===== config.mk =====
export PLATFORM = sky130hd
export DESIGN_NAME = merge_wbuf
export DESIGN_NICKNAME = d
export VERILOG_FILES = /design/src/rtl/mwb_pkg.sv /design/src/rtl/mwb_match.sv /design/src/rtl/mwb_fwd.sv /design/src/rtl/mwb_arb.sv /design/src/rtl/merge_wbuf.sv
export SDC_FILE = /design/constraint.sdc
export NUM_CORES = 2
export LEC_CHECK = 0
export BUFFER_PORTS_ARGS = -buffer_cell sky130_fd_sc_hd__buf_2
export CELL_PAD_IN_SITES_DETAIL_PLACEMENT = 0
export CELL_PAD_IN_SITES_GLOBAL_PLACEMENT = 1
export CORE_ASPECT_RATIO = 0.6
export CORE_MARGIN = 10
export CORE_UTILIZATION = 48
export CTS_BUF_LIST = sky130_fd_sc_hd__clkbuf_4 sky130_fd_sc_hd__clkbuf_8
export CTS_CLUSTER_DIAMETER = 40
export DETAILED_ROUTE_END_ITERATION = 12
export GPL_TIMING_DRIVEN = 0
export PLACE_DENSITY_LB_ADDON = 0.1
export REMOVE_ABC_BUFFERS = 1
export SYNTH_ARGS = -nofsm -noshare
export SYNTH_HDL_FRONTEND = slang
export SYNTH_HIERARCHICAL = 1
export SYNTH_SLANG_ARGS = --single-unit

===== constraint.sdc =====
create_clock -name clk -period 21.9 [get_ports clk]
set_clock_uncertainty 0.15 [all_clocks]
set_input_delay 4.38 -clock clk [delete_from_list [all_inputs] [get_ports clk]]
set_output_delay 4.38 -clock clk [all_outputs]
set_load 0.01 [all_outputs]

===== src/rtl/mwb_pkg.sv =====
package mwb_pkg;

    typedef enum logic {
        RD_IDLE = 1'b0,
        RD_WAIT = 1'b1
    } rd_state_e;

    function automatic logic [3:0] bit_of(input int unsigned pos);
        return 4'(1) << pos;
    endfunction

endpackage


===== src/rtl/mwb_match.sv =====
module mwb_match #(
    parameter int ENTRIES = 4,
    parameter int BLK_W   = 30
) (
    input  logic [ENTRIES-1:0]            live,
    input  logic [ENTRIES-1:0][BLK_W-1:0] tags,
    input  logic [ENTRIES-1:0]            skip,
    input  logic [BLK_W-1:0]              probe,
    output logic [ENTRIES-1:0]            hits
);

    for (genvar g = 0; g < ENTRIES; g++) begin : g_cmp
        assign hits[g] = live[g] && !skip[g] && (tags[g] == probe);
    end

endmodule


===== src/rtl/mwb_fwd.sv =====
module mwb_fwd #(
    parameter int ENTRIES = 4,
    parameter int WORDS   = 4,
    parameter int DATA_W  = 32,
    parameter int BLK_W   = 30,
    parameter int PTR_W   = 2,
    parameter int OFF_W   = 2
) (
    input  logic [ENTRIES-1:0]                        live,
    input  logic [ENTRIES-1:0][BLK_W-1:0]             tags,
    input  logic [ENTRIES-1:0][WORDS-1:0]             masks,
    input  logic [ENTRIES-1:0][WORDS-1:0][DATA_W-1:0] data,
    input  logic [PTR_W-1:0]                          head,
    input  logic [BLK_W-1:0]                          probe_blk,
    input  logic [OFF_W-1:0]                          probe_off,
    output logic                                      hit,
    output logic [DATA_W-1:0]                         word
);

    logic [PTR_W-1:0] idx;

    // Scan from oldest to youngest so the youngest copy wins.
    always_comb begin
        hit  = 1'b0;
        word = '0;
        idx  = head;
        for (int k = 0; k < ENTRIES; k++) begin
            idx = head + PTR_W'(k);
            if (live[idx] && (tags[idx] == probe_blk) && masks[idx][probe_off]) begin
                hit  = 1'b1;
                word = data[idx][probe_off];
            end
        end
    end

endmodule


===== src/rtl/mwb_arb.sv =====
module mwb_arb
    import mwb_pkg::*;
(
    input  logic clk,
    input  logic rst,
    input  logic rd_req,
    input  logic rd_hit,
    input  logic drain_want,
    input  logic mem_ready,
    input  logic mem_rsp_valid,
    output logic issue_rd,
    output logic issue_wr,
    output logic rd_ack,
    output logic rd_wait
);

    rd_state_e rd_q;
    logic      busy_q;
    logic      rd_miss;

    assign rd_miss  = (rd_q == RD_IDLE) && rd_req && !rd_hit;
    assign issue_rd = !busy_q && rd_miss;
    assign issue_wr = busy_q || (!rd_miss && drain_want);
    assign rd_wait  = (rd_q == RD_WAIT);
    assign rd_ack   = ((rd_q == RD_IDLE) && rd_req && rd_hit) ||
                      ((rd_q == RD_WAIT) && mem_rsp_valid);

    always_ff @(posedge clk) begin
        if (rst) begin
            rd_q   <= RD_IDLE;
            busy_q <= 1'b0;
        end else begin
            busy_q <= issue_wr && !mem_ready;
            case (rd_q)
                RD_IDLE: if (issue_rd && mem_ready) rd_q <= RD_WAIT;
                RD_WAIT: if (mem_rsp_valid)         rd_q <= RD_IDLE;
                default: rd_q <= RD_IDLE;
            endcase
        end
    end

endmodule


===== src/rtl/merge_wbuf.sv =====
module merge_wbuf
    import mwb_pkg::*;
#(
    parameter int ADDR_W       = 32,
    parameter int DATA_W       = 32,
    parameter int WORDS        = 4,
    parameter int ENTRIES      = 4,
    parameter int DRAIN_THRESH = 2,
    parameter int AGE_LIMIT    = 16
) (
    input  logic                    clk,
    input  logic                    rst,
    input  logic                    wr_valid,
    output logic                    wr_ready,
    input  logic [ADDR_W-1:0]       wr_addr,
    input  logic [DATA_W-1:0]       wr_data,
    input  logic                    rd_req,
    input  logic [ADDR_W-1:0]       rd_addr,
    output logic                    rd_ack,
    output logic [DATA_W-1:0]       rd_data,
    output logic                    mem_cmd_valid,
    input  logic                    mem_cmd_ready,
    output logic                    mem_cmd_we,
    output logic [ADDR_W-1:0]       mem_cmd_addr,
    output logic [WORDS*DATA_W-1:0] mem_cmd_wdata,
    output logic [WORDS-1:0]        mem_cmd_wmask,
    input  logic                    mem_rsp_valid,
    input  logic [DATA_W-1:0]       mem_rsp_data
);

    localparam int OFF_W = $clog2(WORDS);
    localparam int BLK_W = ADDR_W - OFF_W;
    localparam int PTR_W = $clog2(ENTRIES);
    localparam int CNT_W = $clog2(ENTRIES + 1);
    localparam int AGE_W = $clog2(AGE_LIMIT + 1);

    // Slot storage
    logic [ENTRIES-1:0]                        live_q;
    logic [ENTRIES-1:0][BLK_W-1:0]             tag_q;
    logic [ENTRIES-1:0][WORDS-1:0]             mask_q;
    logic [ENTRIES-1:0][WORDS-1:0][DATA_W-1:0] data_q;
    logic [PTR_W-1:0]                          head_q, tail_q;
    logic [CNT_W-1:0]                          count_q;
    logic [AGE_W-1:0]                          age_q;

    logic [BLK_W-1:0]   wr_blk, rd_blk;
    logic [OFF_W-1:0]   wr_off, rd_off;
    logic [ENTRIES-1:0] skip, merge_vec;
    logic               merge_hit, full, wr_fire, alloc, pop;
    logic               drain_want, issue_rd, issue_wr, rd_wait;
    logic               fwd_hit;
    logic [DATA_W-1:0]  fwd_word;

    assign wr_blk = wr_addr[ADDR_W-1:OFF_W];
    assign wr_off = wr_addr[OFF_W-1:0];
    assign rd_blk = rd_addr[ADDR_W-1:OFF_W];
    assign rd_off = rd_addr[OFF_W-1:0];

    assign drain_want = (count_q != '0) &&
                        ((count_q >= CNT_W'(DRAIN_THRESH)) ||
                         (&mask_q[head_q]) ||
                         (age_q == AGE_W'(AGE_LIMIT)));

    // The slot on offer to memory is frozen against merges.
    assign skip = issue_wr ? (ENTRIES'(1) << head_q) : '0;

    mwb_match #(
        .ENTRIES(ENTRIES),
        .BLK_W  (BLK_W)
    ) u_match (
        .live (live_q),
        .tags (tag_q),
        .skip (skip),
        .probe(wr_blk),
        .hits (merge_vec)
    );

    mwb_fwd #(
        .ENTRIES(ENTRIES),
        .WORDS  (WORDS),
        .DATA_W (DATA_W),
        .BLK_W  (BLK_W),
        .PTR_W  (PTR_W),
        .OFF_W  (OFF_W)
    ) u_fwd (
        .live     (live_q),
        .tags     (tag_q),
        .masks    (mask_q),
        .data     (data_q),
        .head     (head_q),
        .probe_blk(rd_blk),
        .probe_off(rd_off),
        .hit      (fwd_hit),
        .word     (fwd_word)
    );

    mwb_arb u_arb (
        .clk          (clk),
        .rst          (rst),
        .rd_req       (rd_req),
        .rd_hit       (fwd_hit),
        .drain_want   (drain_want),
        .mem_ready    (mem_cmd_ready),
        .mem_rsp_valid(mem_rsp_valid),
        .issue_rd     (issue_rd),
        .issue_wr     (issue_wr),
        .rd_ack       (rd_ack),
        .rd_wait      (rd_wait)
    );

    assign merge_hit = |merge_vec;
    assign full      = (count_q == CNT_W'(ENTRIES));
    assign wr_ready  = merge_hit || !full;
    assign wr_fire   = wr_valid && wr_ready;
    assign alloc     = wr_fire && !merge_hit;
    assign pop       = issue_wr && mem_cmd_ready;

    assign mem_cmd_valid = issue_rd || issue_wr;
    assign mem_cmd_we    = issue_wr;
    assign mem_cmd_addr  = issue_wr ? {tag_q[head_q], {OFF_W{1'b0}}} : rd_addr;
    assign mem_cmd_wdata = data_q[head_q];
    assign mem_cmd_wmask = mask_q[head_q];

    assign rd_data = rd_wait ? mem_rsp_data : fwd_word;

    always_ff @(posedge clk) begin
        if (rst) begin
            live_q  <= '0;
            tag_q   <= '0;
            mask_q  <= '0;
            data_q  <= '0;
            head_q  <= '0;
            tail_q  <= '0;
            count_q <= '0;
            age_q   <= '0;
        end else begin
            for (int i = 0; i < ENTRIES; i++) begin
                if (pop && (head_q == PTR_W'(i))) begin
                    live_q[i] <= 1'b0;
                    mask_q[i] <= '0;
                end
                if (wr_fire && merge_vec[i]) begin
                    mask_q[i][wr_off] <= 1'b1;
                    data_q[i][wr_off] <= wr_data;
                end
                if (alloc && (tail_q == PTR_W'(i))) begin
                    live_q[i]         <= 1'b1;
                    tag_q[i]          <= wr_blk;
                    mask_q[i]         <= WORDS'(1) << wr_off;
                    data_q[i][wr_off] <= wr_data;
                end
            end
            head_q  <= head_q + PTR_W'(pop);
            tail_q  <= tail_q + PTR_W'(alloc);
            count_q <= count_q + CNT_W'(alloc) - CNT_W'(pop);
            if (pop || (count_q == '0))
                age_q <= '0;
            else if (age_q != AGE_W'(AGE_LIMIT))
                age_q <= age_q + AGE_W'(1);
        end
    end

endmodule


[Word-level counts from Yosys, hierarchy flattened]
Index checks and enable logic that the tools add are counted.
W data, S select, Z words.
Storage, ports and cells
  output and inout port bits: 200
  flip-flop bits (word level): 666
  word-level logic and storage cells: 253
Cells by class
  bitwise operators: 5
  reductions and logical operators: 69
  add/subtract/negate cells: 8
  $lt $le $gt $ge: 8
  mux-type cells: 110
  shift-type cells: 2
  eq/ne operators: 17
Operators by type and width (number)
  $mux W128: 16
  $bmux W128 S2: 4
  $bwmux W128: 8
  $mux W32: 11
  $bmux W32 S2: 4
  $bmux W30 S2: 4
  $eq A30 B30 Y1: 8
  $mux W30: 4
  $mux W4: 21
  $demux W32 S2: 1
  $logic_and A1 B1 Y1: 41
  $bmux W4 S2: 4
  $mux W1: 23
  $lt A2 B3 Y1 const B: 6
  $bmux W1 S2: 8
  $or A4 B4 Y4: 4
  $logic_not A1 Y1: 10
  $eq A2 B2 Y1 const B: 4
  $reduce_bool A2 Y1: 4
  $shl A1 B2 Y4 const A: 2
  $logic_or A1 B1 Y1: 7
  $add A5 B1 Y5 const B: 1
  $eq A5 B5 Y1 const B: 1
  $ne A5 B5 Y1 const B: 1
  other kinds (18): 22

[Depth between registers and ports, before layout]
  depth after elaboration: 26
  depth in mapped cells: 34

[Cells and area by module]
Netlist, hierarchy kept.
By module, submodules not included
  merge_wbuf: sequential area each 13292.7 sq um, area each 29863.6 sq um, cells each 3377, times used 1
  mwb_fwd: sequential area each 0.0 sq um, area each 18484.0 sq um, cells each 1511, times used 1
  mwb_match: sequential area each 0.0 sq um, area each 1351.3 sq um, cells each 164, times used 1
  mwb_arb: sequential area each 40.0 sq um, area each 130.1 sq um, cells each 14, times used 1

[Least setup slack after synthesis]
No wires, ideal clock.
  kind: input-to-output
  start point: input port rd_addr[0]
  end point: output port wr_ready
  stages: 20
  arrival time: 8747 ps
  path buffers: 7
  slack: 8623 ps
  required time: 17370 ps
  cell sequence: clkbuf_1 -> clkbuf_1 -> clkbuf_1 -> nand3_1 -> o21ai_0 -> nor4_1 -> nand4_2 -> buf_6 -> nand4_1 -> or3b_4 -> a21o_2 -> buf_1 -> clkbuf_1 -> and3b_1 -> nor3b_1 -> nand4_1 -> nor4_2 -> nor4_4 -> buf_2 -> nand2_1
Between the ends
  word-level cells in the longest chain between the ends: 18
  elaborated cells on any way between the ends: 36
  those cells by class: mux: 13; reduce/logical: 23
Ends and longest elaborated chain
  start, declared: line merge_wbuf.sv:18  | input logic [ADDR_W-1:0] rd_addr,
  $bmux W1 S2: line mwb_fwd.sv:29  | if (live[idx] && (tags[idx] == probe_blk) && masks[idx][probe_off]) begin
  $mux W1 (not written as such): line mwb_fwd.sv:29
  $logic_and A1 B1 Y1: line mwb_fwd.sv:29
  $mux W1 (3 in series): line mwb_fwd.sv:29
  $mux W1 *: line mwb_fwd.sv:29
  via fwd_hit: line merge_wbuf.sv:51  | logic fwd_hit;
  $logic_not A1 Y1 *: line mwb_arb.sv:21  | assign rd_miss = (rd_q == RD_IDLE) && rd_req && !rd_hit;
  $logic_and A1 B1 Y1 *: line mwb_arb.sv:21
  [3 not listed]
  via mem_cmd_we: line merge_wbuf.sv:23  | output logic mem_cmd_we,
  $mux W4 *: line merge_wbuf.sv:65  | assign skip = issue_wr ? (ENTRIES'(1) << head_q) : '0;
  via skip[1]: line merge_wbuf.sv:48  | logic [ENTRIES-1:0] skip, merge_vec;
  $logic_not A1 Y1 *: line mwb_match.sv:13  | assign hits[g] = live[g] && !skip[g] && (tags[g] == probe);
  $logic_and A1 B1 Y1 * (2 in series): line mwb_match.sv:13
  via merge_vec[1]: line merge_wbuf.sv:48
  $reduce_or A4 Y1 *: line merge_wbuf.sv:111  | assign merge_hit = |merge_vec;
  $logic_or A1 B1 Y1 *: line merge_wbuf.sv:113  | assign wr_ready = merge_hit || !full;
  end, declared: line merge_wbuf.sv:14  | output logic wr_ready,
The timed path passes the listed nets; every way through them passes the cells marked *. The select of a mux whose other input is x is not followed.

[Final worst setup path]
  start point: input port rd_addr[1]
  end point: output port wr_ready
Between the ends
  word-level cells in the longest chain between the ends: 18
  elaborated cells on any way between the ends: 36
  those cells by class: mux: 13; reduce/logical: 23
Ends and longest elaborated chain
  $bmux W1 S2: line mwb_fwd.sv:29
  $mux W1 (not written as such): line mwb_fwd.sv:29
  $logic_and A1 B1 Y1: line mwb_fwd.sv:29
  $mux W1 (3 in series): line mwb_fwd.sv:29
  $mux W1 *: line mwb_fwd.sv:29
  via fwd_hit: line merge_wbuf.sv:51
  $logic_not A1 Y1 *: line mwb_arb.sv:21
  $logic_and A1 B1 Y1 *: line mwb_arb.sv:21
  [2 not listed]
  $logic_or A1 B1 Y1 *: line mwb_arb.sv:23  | assign issue_wr = busy_q || (!rd_miss && drain_want);
  $mux W4 *: line merge_wbuf.sv:65
  via skip[2]: line merge_wbuf.sv:48
  $logic_not A1 Y1 *: line mwb_match.sv:13
  $logic_and A1 B1 Y1 * (2 in series): line mwb_match.sv:13
  via merge_vec[2]: line merge_wbuf.sv:48
  $reduce_or A4 Y1 *: line merge_wbuf.sv:111
  $logic_or A1 B1 Y1 *: line merge_wbuf.sv:113
Marks and branches as above.

==> results.py <==
metrics = {
    "run_status": {
        "status": "complete, but fails checks",
        "violations": "max-capacitance violations",
    },
    "hold_path": {
        "hold_class": "register to register",
    },
    "sta": {
        "worst_pin_slew_ps": 1472,
        "slew_headroom": 0.009789,
        "timing.final.crit_share": 0.7286,
        "rsz0062_at_grt": "false",
        "slew_viol_final": 0,
        "max_freq_mhz": 62.67,
        "final-hold-violation-count": 0,
        "whs_ps": 358.9,
        "fin_crit_ps": 15960,
        "setup_viol": 0,
        "finalSetupTns_ps": 0,
        "layout_setup_ws_ps": 5943,
    },
    "clock_tree": {
        "cts_tree": "yes",
        "clk_pin_slew_ps": 60,
        "numCtsBuffers": 117,
        "clk_latency_ps": 860,
        "cts_setup_buffers": 0,
        "cts_root_buf": "clkbuf_8",
        "cts_hold_buffers": 0,
        "clock_tree.buffer_depth": 3,
        "cts.repair.resized": 0,
        "htreeDepth": 3,
        "numClockSinks": 666,
    },
    "power_and_ir_drop": {
        "cellLeakagePower_nw": 17.76,
        "internal_power_w": 0.002624,
        "p_seq_frac": 0.320,
        "peakVddDrop_v": 0.00005017,
        "p_clk_frac": 0.317,
        "p_sw_w": 0.001619,
        "switching_share": 0.3815,
        "p_comb_frac": 0.363,
        "power_density_nw_per_um2": 75.79,
    },
    "global_routing": {
        "grt-ovfl-total": 0,
        "grt_pass1_vias": 41266,
        "grt.total_usage": 0.3139,
        "antenna_found_initial": 12,
        "grt_max_degree": 143,
        "grt_pass1_wl_um": 288500,
    },
    "synthesis": {
        "syn_area_per_cell_sq_um": 9.836,
        "synth_top_area_frac": 0.2920,
        "synth_area_leaders": "mux4_2 29%, dfxtp_1 27%, a21oi_1 6.5%, nand3_1 5.2%, o21ai_0 4.9%",
        "synth_top_family_by_area": "multiplexers",
        "synthMuxAreaShare": 0.3659,
        "synthTopCellsByCount": "666 x dfxtp_1, 652 x a21oi_1, 646 x mux4_2",
        "ys_seq_area_frac": 0.2676,
        "synthCells": 5066,
        "synth_cell_types": 82,
        "ys.flop_type": "dfxtp_1",
        "synth_edf_count": 0,
        "yosysMostFrequentCell": "dfxtp_1",
        "async_reset_ff_frac": 0,
        "yosys.area_share.simple": 0.1119,
        "synthAdderAreaFrac": 0.002159,
        "synth-xor-area-share": 0.04166,
        "synth-compound-area-share": 0.1480,
        "yosys.area.top_type": "mux4_2",
        "ys_ff_latch": 666,
        "ys_warn_count": 6,
        "synth_area_sq_um": 49830,
    },
    "routing": {
        "drtPass1Iterations": 8,
        "wire_per_inst_um": 29.73,
        "vias": 45049,
        "wl_um": 192800,
        "drtIter0Drc": 6358,
        "route.detailed.drc": 0,
        "ant_nets": 0,
        "viasPerCell": 6.945,
    },
    "floorplanning": {
        "core-area_sq_um": 102800,
        "die_y_um": 269.6,
        "num_rows": 91,
        "start_util": 0.4846,
        "die_w_um": 436.0,
        "dieArea_sq_um": 117500,
        "io_pins": 334,
    },
    "critical_path": {
        "worst-setup-path-type": "input port to output pin",
        "cp.arrival_ps": 11430,
        "max_stage_delay_ps": 1210,
        "required_ps": 17370,
        "crit_path_top_delay_cell": "nor4_2",
        "critPathCaptureType": "output pin",
        "critical_path.max_fanout": 66,
        "path_cells": "buf_2 > inv_8 > nand2_1 > nand2_1 > o21ai_0 > nor4_1 > nand4_4 > nand4_1 > or3b_4 > a21o_2 > nand2_1 > nor2_1 > nor3b_1 > nand4_1 > nor4_2 > nor4_4 > nand2_1 > buf_2",
        "crit_path_start_kind": "input port",
        "crit_path_frequent_cell": "nand2_1",
    },
    "placed_design": {
        "dp_hpwl_um": 126100,
        "place_ws_ps": 6272,
        "routabilityCongestion": 1.003,
        "dpl.cell_count": 6262,
        "portBuffers": 333,
    },
    "cells_and_area": {
        "area_growth_pct": 12.36,
        "num-fill-cells": 9016,
        "layout.cells.non_filler": 6487,
        "nNetsFinal": 5128,
        "layout-drive-gt1-share": 0.2975,
    },
    "run": {
        "drv_cap": 1,
    },
}
-- per-stage QoR --
| step | utilization | total power [W] | area, sq um |
|---|---|---|---|
| floorplan | - | 0.002664 | 46780 |
| detailed placement | 0.5181 | 0.002900 | 53270 |
| CTS | 0.5443 | 0.004239 | 55960 |
| finish | 0.5445 | 0.004243 | 55990 |
| global route | 0.5445 | 0.004403 | 55980 |
| global placement | 0.4881 | 0.003319 | 50190 |
-- layout make-up --
class	instances	area, sq um	share of cell area
multi-input combinational	3722	33570	0.5996
sequential	666	13340	0.2383
timing repair buffer	458	4524	0.08081
clock buffer	184	2357	0.04210
tap	1395	1745	0.03118
clock inverter	32	335.3	0.005989
inverter	21	86.33	0.001542
antenna	9	22.52	0.0004023
-- layout by cell type, fill, tap and decap left out, types with 114 or more instances in the layout --
cell type and n:
mux4_2 646, mux2i_1 221, buf_2 331, clkbuf_8 156, xnor2_1 123, xor2_1 114, o21ai_0 489, nand2_1 297
a21oi_1 650, dfxtp_1 663, mux2_2 126, nand3_1 521
-- critical path, delay by kind of cell --
family	cells	cell delay, ps
compound gates	2	1610
buf+inv	3	770
simple gates	13	4590
-- cell families (layout without fill, tap and decap cells) --
kind of cell             Yosys count  after routing
multiplexers                     996            996
AO/OA/AOI/OAI                   1364           1364
AND/OR/NAND/NOR                 1117           1117
adder cells (fa/ha/maj)            8              8
other                              0              9
buffers and inverters            678            695
flip-flops                       666            666
XOR/XNOR                         237            237
-- power by group through the flow --
stage / logic, W / registers, W / clock network [W]
final: 0.00154 / 0.00136 / 0.00134
after floorplan: 0.00115 / 0.00152 / 0
after CTS: 0.00152 / 0.00136 / 0.00136
after detailed placement: 0.00152 / 0.00138 / 0
after global routing: 0.00162 / 0.00137 / 0.00142
after global placement: 0.00172 / 0.00160 / 0
-- path summary, 6_finish.rpt --
kind,endpoint,slack [ps],startpoint,cells past startpoint
max reg2reg,register,10600,head_q[0]$_SDFF_PP0_,27
min,age_q[4]$_SDFFE_PP0P_,360,age_q[4]$_SDFFE_PP0P_,2
min reg2reg,age_q[4]$_SDFFE_PP0P_,360,age_q[4]$_SDFFE_PP0P_,2
max,wr_ready,5940,rd_addr[1],18
-- metal layers --
layer  vias up  GRT usage  share of wire  wire, um
li1      19283          -              -         -
met1     23023     0.4808           0.44     85040
met2      2481     0.4445           0.43     82710
met3       262    0.07228           0.11     20790
met4         0    0.06902          0.022      4306
met5         -          0              0         0
(Power assumes the default switching activity.)
